**src/rtl/refsch_pkg.sv**
```systemverilog
package refsch_pkg;
  typedef enum logic [1:0] {
    BAND_COOL = 2'd0,
    BAND_WARM = 2'd1,
    BAND_HOT  = 2'd2
  } band_e;

  localparam int WARM_ABOVE  = 85;
  localparam int HOT_ABOVE   = 95;
  localparam int LIMIT_ABOVE = 105;
endpackage

```
**src/rtl/temp_classifier.sv**
```systemverilog
module temp_classifier
  import refsch_pkg::*;
#(
  parameter int TW = 8
) (
  input  logic                 clk_i,
  input  logic                 rst_ni,
  input  logic signed [TW-1:0] temp_i,
  input  logic                 vld_i,
  output band_e                band_o,
  output logic                 over_o
);
  band_e band_d;
  int    t;

  always_comb begin
    t = int'(temp_i);
    if (t > HOT_ABOVE)       band_d = BAND_HOT;
    else if (t > WARM_ABOVE) band_d = BAND_WARM;
    else                     band_d = BAND_COOL;
  end

  always_ff @(posedge clk_i or negedge rst_ni) begin
    if (!rst_ni) begin
      band_o <= BAND_COOL;
      over_o <= 1'b0;
    end else if (vld_i) begin
      band_o <= band_d;
      over_o <= (t > LIMIT_ABOVE);
    end
  end
endmodule

```
**src/rtl/interval_timer.sv**
```systemverilog
module interval_timer
  import refsch_pkg::*;
#(
  parameter int IVL0 = 976,
  parameter int CW   = 10
) (
  input  logic  clk_i,
  input  logic  rst_ni,
  input  band_e tgt_i,
  output logic  tick_o,
  output band_e act_o
);
  localparam int NB = 3;

  logic [CW-1:0] len_m1 [NB];
  logic [CW-1:0] cnt_q, dec, tgt_len;

  // band k runs IVL0 >> k cycles
  for (genvar k = 0; k < NB; k++) begin : g_len
    assign len_m1[k] = CW'((IVL0 >> k) - 1);
  end

  assign tick_o  = (cnt_q == '0);
  assign dec     = cnt_q - 1'b1;
  assign tgt_len = len_m1[tgt_i];

  always_ff @(posedge clk_i or negedge rst_ni) begin
    if (!rst_ni) begin
      cnt_q <= len_m1[0];
      act_o <= BAND_COOL;
    end else if (tick_o) begin
      cnt_q <= tgt_len;
      act_o <= tgt_i;
    end else if (tgt_i > act_o) begin
      // heating: shorten the running interval now
      cnt_q <= (dec < tgt_len) ? dec : tgt_len;
      act_o <= tgt_i;
    end else begin
      cnt_q <= dec;
    end
  end
endmodule

```
**src/rtl/owed_counter.sv**
```systemverilog
module owed_counter #(
  parameter int CAP = 8,
  parameter int PW  = 4
) (
  input  logic          clk_i,
  input  logic          rst_ni,
  input  logic          tick_i,
  input  logic          ack_i,
  output logic          req_o,
  output logic [PW-1:0] cnt_o
);
  logic grant;

  assign req_o = (cnt_o != '0);
  assign grant = ack_i && req_o;

  always_ff @(posedge clk_i or negedge rst_ni) begin
    if (!rst_ni) begin
      cnt_o <= '0;
    end else begin
      unique case ({tick_i, grant})
        2'b10:   if (cnt_o < PW'(CAP)) cnt_o <= cnt_o + 1'b1;
        2'b01:   cnt_o <= cnt_o - 1'b1;
        default: cnt_o <= cnt_o;
      endcase
    end
  end
endmodule

```
**src/rtl/refresh_scheduler.sv**
```systemverilog
module refresh_scheduler
  import refsch_pkg::*;
#(
  parameter int CYC_PER_US   = 125,
  parameter int TEMP_W       = 8,
  parameter int POSTPONE_MAX = 8,
  localparam int IVL0 = CYC_PER_US * 15625 / 2000,
  localparam int CW   = $clog2(IVL0),
  localparam int PW   = $clog2(POSTPONE_MAX + 1)
) (
  input  logic                     clk_i,
  input  logic                     rst_ni,
  input  logic signed [TEMP_W-1:0] temp_i,
  input  logic                     temp_vld_i,
  input  logic                     ref_ack_i,
  output logic                     ref_req_o,
  output logic [PW-1:0]            postponed_o,
  output logic                     over_temp_o
);
  band_e tgt_band, act_band;
  logic  tick_w;

  temp_classifier #(.TW(TEMP_W)) u_cls (
    .clk_i  (clk_i),
    .rst_ni (rst_ni),
    .temp_i (temp_i),
    .vld_i  (temp_vld_i),
    .band_o (tgt_band),
    .over_o (over_temp_o)
  );

  interval_timer #(.IVL0(IVL0), .CW(CW)) u_tmr (
    .clk_i  (clk_i),
    .rst_ni (rst_ni),
    .tgt_i  (tgt_band),
    .tick_o (tick_w),
    .act_o  (act_band)
  );

  owed_counter #(.CAP(POSTPONE_MAX), .PW(PW)) u_owed (
    .clk_i  (clk_i),
    .rst_ni (rst_ni),
    .tick_i (tick_w),
    .ack_i  (ref_ack_i),
    .req_o  (ref_req_o),
    .cnt_o  (postponed_o)
  );
endmodule

```
**config.mk**
```make
export PLATFORM = sky130hd
export DESIGN_NAME = refresh_scheduler
export DESIGN_NICKNAME = d
export VERILOG_FILES = /design/src/rtl/refsch_pkg.sv /design/src/rtl/temp_classifier.sv /design/src/rtl/interval_timer.sv /design/src/rtl/owed_counter.sv /design/src/rtl/refresh_scheduler.sv
export SDC_FILE = /design/constraint.sdc
export NUM_CORES = 1
export LEC_CHECK = 0
export ABC_AREA = 1
export BUFFER_PORTS_ARGS = -buffer_cell sky130_fd_sc_hd__clkbuf_2
export CAP_MARGIN = 30
export CORE_ASPECT_RATIO = 1.4
export CORE_MARGIN = 4
export CORE_UTILIZATION = 57
export CTS_CLUSTER_SIZE = 14
export DETAILED_ROUTE_END_ITERATION = 7
export GPL_ROUTABILITY_DRIVEN = 0
export MAX_ROUTING_LAYER = met4
export PLACE_DENSITY = 0.82
export SKIP_LAST_GASP = 1
export SLEW_MARGIN = 30
export SYNTH_ARGS = -nofsm -noshare
export SYNTH_HDL_FRONTEND = slang
export SYNTH_SLANG_ARGS = --single-unit
```
**constraint.sdc**
```tcl
create_clock -name clk_i -period 2.45 [get_ports clk_i]
set_input_delay 0 -clock clk_i [delete_from_list [all_inputs] [get_ports clk_i]]
set_output_delay 0 -clock clk_i [all_outputs]
set_load 0.01 [all_outputs]
```
### After elaboration in Yosys (flattened, before gate mapping)

Cells that the tools add are included.

* register bits: 19
* input port bits: 12
* logic and storage cells: 37

* add/sub/neg operators: 3
* $lt $le $gt $ge: 7
* equal/unequal tests: 3
* muxes and demuxes: 12
* bitwise operators: 1
* reduce and logical (&&, ||, !) cells: 6

Operators with widths (number)
* $mux 10: 5
* $gt 8x8->1 const B: 3
* $bmux 10 s2: 1
* $logic_not 10->1: 1
* $lt 10x10->1: 1
* $sub 10x1->10 const B: 1
* $pmux 4 s2: 1
* $mux 2: 3
* $add 4x1->4 const B: 1
* $lt 4x4->1 const B: 1
* $mux 4: 1
* $reduce_bool 2->1: 2
* $reduce_bool 4->1: 1
* $sub 4x1->4 const B: 1
* $ge 3x3->1 const B: 1
* $not 2->3: 1
* $eq 2x1->1 const B: 1
* $eq 2x2->1 const B: 1
* $gt 2x2->1: 1
* $ne 2x1->1 const B: 1
* $reduce_and 2->1: 1
* $logic_and 1x1->1: 1
* $mux 1: 1

### Depth between registers and ports, before layout

* depth in word-level cells: 8
* mapped depth: 17

### Hierarchy

A second synthesis with hierarchy kept.

* cell total of the unflattened synthesis: 203
* area, all modules: 1540.2 um^2

Modules (own cells, without submodules)
* interval_timer: times used 1, cells each 139, area each 1052.3 um^2
* owed_counter: times used 1, cells each 38, area each 317.8 um^2
* temp_classifier: times used 1, cells each 26, area each 170.2 um^2

### Worst setup path after synthesis

No wires, ideal clock.

* kind: reg2reg
* start point: reg u_tmr.cnt_q[0]
* end point: reg u_tmr.cnt_q[5]
* library setup time: 116 ps
* arrival: 2127 ps
* setup slack: 206 ps
* stages on the path, launching flop included: 17
* path buffers: 1
* period minus slack after synthesis: 2244 ps
* cell sequence: dfstp_2 -> inv_1 -> ha_1 -> nand2_2 -> nor2_4 -> nand3_1 -> xor2_1 -> inv_1 -> ha_1 -> nand2_1 -> nor2_1 -> nand3_1 -> nand3_1 -> nand2_1 -> buf_6 -> nand3_1 -> nand2_1

* cells in the longest elaborated chain, start to end: 5
* elaborated cells between the ends (all ways): 6

RTL lines
* from (decl): RTL line interval_timer.sv:16 `logic [CW-1:0] cnt_q, dec, tgt_len;`
* from (signal assigned): RTL line interval_timer.sv:29 `cnt_q <= len_m1[0];`
* from (signal assigned): RTL line interval_timer.sv:32 `cnt_q <= tgt_len;`
* from (signal assigned): RTL line interval_timer.sv:36 `cnt_q <= (dec < tgt_len) ? dec : tgt_len;`
* $sub 10x1->10: RTL line interval_timer.sv:24 `assign dec = cnt_q - 1'b1;`
* $lt 10x10->1: RTL line interval_timer.sv:36
* $mux 10: RTL line interval_timer.sv:36
* $mux 10: RTL line interval_timer.sv:34 `end else if (tgt_i > act_o) begin`
* $mux 10 *: RTL line interval_timer.sv:31 `end else if (tick_o) begin`

Every way passes the cells marked *; elsewhere a longest branch is shown, timed or not.
A chain may end at the register's enable or synchronous reset.

### Worst setup path after layout

* start point: reg u_tmr.cnt_q[1]
* end point: reg u_tmr.cnt_q[3]

Same word-level chain as after synthesis.

==> results.md <==
Floorplanning:
- From bottom edge to top edge, the die measures 70.1 um.
- The floorplan has 22 rows.
- The floorplan step defined a core boundary enclosing 2640 sq um.
- The die is 52.4 um wide.
- The I/O pin total is 18.
- The initial utilization of the core area, before any placement, comes to 59.5%.
- The die area is about 3700 sq um.

STA:
- The number of failing hold endpoints at the final stage is 0.
- Based on the critical path, the design can be clocked at up to 417 MHz.
- The number of max-slew violations in the final report is 0.
- The remaining max-slew budget at the tightest pin is between 60% and 70%.
- The number of endpoints failing setup at the final stage is 0.
- Across all hold checks on the routed design, the worst slack comes to 7.04 ps.
- The clock skew is 5.33 ps.
- For the pin with the worst max-slew slack, the measured transition is 460 ps.
- The time the worst path needs with I/O delays and setup is 2400 ps.
- The final critical path takes up 97.8% of the cycle.

Pwr:
- The design draws 2.13 mW.
- The internal portion of the total power is 1.09 mW.
- For this design the ratio of total power to cell area is 1140 nW/um^2.
- Sequential cells burn roughly 29% of the power.
- The analysis attributes to cell leakage a power of 1.02 nW.
- VDD sags by at most approximately 0.00085 V.
- The switching power as a share of total power is 49.0%.
- The share of total power dissipated in combinational logic is between 60% and 70%.
- The analysis attributes to net switching a power of ~1.0 mW.
- The clock network power share is 7.2%.

Routing:
- The total length of routed wires is around 3.6 mm.
- Detailed routing inserted a total of 1350 vias.
- The routed wirelength normalized by instance count is 13.6 um.
- The count of antenna-violating nets left after detailed routing is 0.
- The count of TritonRoute iterations in the first routing pass is 6.
- The first routing iteration left 32 violations.
- The DRC violation count after routing is 0.
- In the routed layout, each cell is associated on average with a via count of around 5.1.

Worst setup path:
- Data arrives at the worst endpoint at around 2600 ps.
- STA classifies the critical path endpoint as a register.
- The worst stage delay on the critical path is 560 ps.
- The critical path's most frequent cell is sky130_fd_sc_hd__nand2_2.
- The slack of the worst reg-to-reg path is between 50 and 60 ps.
- Walking the worst path, the cells encountered are inv_2, ha_4, nand2_2, nor2_4, nand3_1, xor2_1, inv_1, ha_1, nand2_1, nor2_2, nand3_1, nand3_2, nand2_4, nand2_2, nand2_2, nand2_1.
- The worst setup path is of the register to register kind.
- Together, buffers and inverters on the worst path number 2.
- The startpoint identified for the worst register-to-register timing path is u_tmr.cnt_q[1].
- At the worst endpoint, the required time is between 2000 and 3000 ps.
- On the critical path, the stage with the largest delay is an instance of sky130_fd_sc_hd__dfstp_2.
- On the critical path the largest part of the delay comes from simple AND/OR/NAND/NOR gates.
- STA classifies the critical path startpoint as a register.
- The worst-case reg-to-reg path depth is 16.
- The largest fanout of any net on the critical path is 6.
- In this run the critical register-to-register path is captured at u_tmr.cnt_q[3].

GRT:
- Entering global routing, the biggest net connects 20 pins.
- The first global-routing pass estimated 6.00 mm of wire.
- The via count of the first global-routing pass is 1459.
- The initial antenna violation count is 0.
- After global routing the overflow that remains totals 0.
- Global routing used 21.9% of the available tracks.

Clock tree:
- The clock drives 19 sinks.
- The TritonCTS buffer count is 3.
- The clock tree buffer depth is 2.
- Clock latency on the worst-skew pair, taken at its later pin, is 290 ps.
- The clock transition time at the flip-flop clock pins of the worst setup and hold paths is 100 ps.
- The root buffer cell is sky130_fd_sc_hd__clkbuf_4.
- TritonCTS built the clock tree.
- The level count of the clock H-tree is 1.

Final layout:
- The repair_antennas step left the layout with diodes totalling 0.
- Of the cells placed in the final design, the portion with a size suffix greater than 1 is 31.7%.
- The final design utilization is a little under three quarters.
- The area growth from synthesis to layout is 19.2%.
- The net count of the finished layout is 261.
- The filler cells instantiated in the layout total 230.

Placed design:
- The half-perimeter wire length of the detailed placement result is 2.75 mm.
- The number of buffers added on ports is 17.

Yosys:
- The post-synthesis sequential element count is 19.
- The summed instance area of the synthesized netlist is 1570 sq um.
- The count of warnings emitted by yosys is 0.
- The number of instances in the synthesized netlist is 200.
- After synthesis, the mean cell area works out to 7.86 sq um.
- By area the synthesized netlist is led by sky130_fd_sc_hd__dfrtp_1, sky130_fd_sc_hd__ha_1, sky130_fd_sc_hd__dfstp_2, sky130_fd_sc_hd__nand2_1, sky130_fd_sc_hd__inv_1.
- The number of unique standard cell types used by synthesis is 29.
- The biggest area contributor in the post-synthesis netlist is sky130_fd_sc_hd__dfrtp_1.
- After synthesis, flip-flops and latches occupy 30.9% of the total area.
- Summed over its instances, the top area cell type makes up 17.5% of the synthesized netlist area.
- The number of nets in the synthesized netlist is 230.

Min path:
- The startpoint identified for the worst hold timing path is temp_i[7].
- The hold-critical path endpoint is u_cls.band_o[0].
- Along the worst hold path, the cell count comes to 4.
- The type of the most critical hold path is input port to register.

Outcome:
- The flow ran to the end, and the final reports show no timing, DRC or antenna violations.

Run:
- Max-cap violations in this run came to 0.
## tightest hold or removal path, cell delays in order
cell	delay, ps
sky130_fd_sc_hd__clkbuf_2	70
sky130_fd_sc_hd__nor2_1	40
sky130_fd_sc_hd__nand4_1	70
sky130_fd_sc_hd__o21ai_0	70
## cell families after synthesis
family / synth area share [%]
buffers and inverters: 12.0
flip-flops: 30.9
adder cells (fa/ha/maj): 14.8
XOR/XNOR: 5.97
AND/OR/NAND/NOR: 30.7
AO/OA/AOI/OAI: 5.65
## per-layer routing
metal  global-route usage, %  routed length (um)
met2                    42.0                2100
met3                    1.28                  80
met4                    6.82                  97
met1                    22.3                1340
met5                       -                   0
## worst max path at each step
stage,start,endpoint,cells after the start
finish,u_tmr.cnt_q[1],u_tmr.cnt_q[3],16
global route,u_tmr.cnt_q[1],u_tmr.cnt_q[3],15
detailed placement,u_tmr.cnt_q[0],u_tmr.cnt_q[3],15
CTS,u_tmr.cnt_q[0],u_tmr.cnt_q[3],15
global placement,u_tmr.cnt_q[0],u_tmr.cnt_q[9],15
floorplan,u_tmr.cnt_q[0],u_tmr.cnt_q[5],16
## area by class of cell
class | count | area [sq um] | area share [%]
multi-input combinational | 136 | 982 | 52.4
timing repair buffer | 27 | 168 | 8.95
inverter | 44 | 166 | 8.88
sequential | 19 | 485 | 25.9
clock buffer | 4 | 26.3 | 1.40
tap | 36 | 45.0 | 2.40
## synth_stat cells, drive strengths merged
cell type	number
xor2	7
nor2	17
nand4	4
ha	17
o21ai	6
o22ai	1
nand2	47
dfstp	8
fa	1
a21oi	6
nor3	1
o21bai	2
buf	2
a21o	1
dfrtp	11
nand3	23
inv	43
clkinv	1
xnor2	2
## per-stage QoR
stage,cells,setup slack [ps],cell area [sq um],TNS (ps)
global route,266,-87.5,1870,-476
CTS,265,2.45,1800,0
finish,266,54.0,1870,0
floorplan,200,206,1570,0
global placement,257,-50.1,1720,-300
detailed placement,257,-134,1720,-936
## power groups by stage
stage	combinational [mW]	sequential (mW)	clock, mW
CTS	1.23	0.606	0.159
detailed placement	1.19	0.612	0
global route	1.55	0.627	0.167
floorplan	0.871	0.609	0
global placement	1.13	0.608	0
finish	1.36	0.611	0.154
## cells in the final DEF (no fill, tap or decap), types with 2 or more instances in the layout
master                          Yosys  routed
sky130_fd_sc_hd__clkbuf_4           0       3
sky130_fd_sc_hd__o21ai_1            2       2
sky130_fd_sc_hd__dfstp_2            8       8
sky130_fd_sc_hd__ha_4               0       2
sky130_fd_sc_hd__o21ai_0            4       4
sky130_fd_sc_hd__inv_2              6       8
sky130_fd_sc_hd__dfrtp_1           11      11
sky130_fd_sc_hd__nor2_4             2       2
sky130_fd_sc_hd__xor2_2             2       4
sky130_fd_sc_hd__clkbuf_2           0      17
sky130_fd_sc_hd__nand4_1            3       3
sky130_fd_sc_hd__nor2_1            13      12
sky130_fd_sc_hd__inv_1             37      35
sky130_fd_sc_hd__o21bai_1           2       2
sky130_fd_sc_hd__xor2_1             5       3
sky130_fd_sc_hd__dlygate4sd3_1      0       3
sky130_fd_sc_hd__buf_4              0       7
sky130_fd_sc_hd__nand2_4            1       2
sky130_fd_sc_hd__ha_1              17      15
sky130_fd_sc_hd__nand2_2            4       7
sky130_fd_sc_hd__a21oi_1            6       6
sky130_fd_sc_hd__nand3_2            2       3
sky130_fd_sc_hd__nor2_2             2       3
sky130_fd_sc_hd__nand3_1           18      16
sky130_fd_sc_hd__xnor2_1            2       2
sky130_fd_sc_hd__nand2_1           42      39
sky130_fd_sc_hd__nand3_4            3       4
## timing repair
| action | in CTS | in global routing |
|---|---|---|
| hold buffers | 3 | 0 |
| hold endpoints to repair | 22 | 0 |
| pin swaps | 1 | 8 |
| cloned | 0 | 1 |
| resized for setup | 2 | 14 |
| setup endpoints to repair | 10 | 10 |
| setup buffers | 1 | 0 |
## sequential cells by signal, indices dropped and copies added (netlist names)
register / flops
u_tmr.cnt_q: 10
u_owed.cnt_o: 4
u_cls.band_o: 2
u_tmr.act_o: 2
u_cls.over_o: 1
Power figures use the tool's default switching activity.
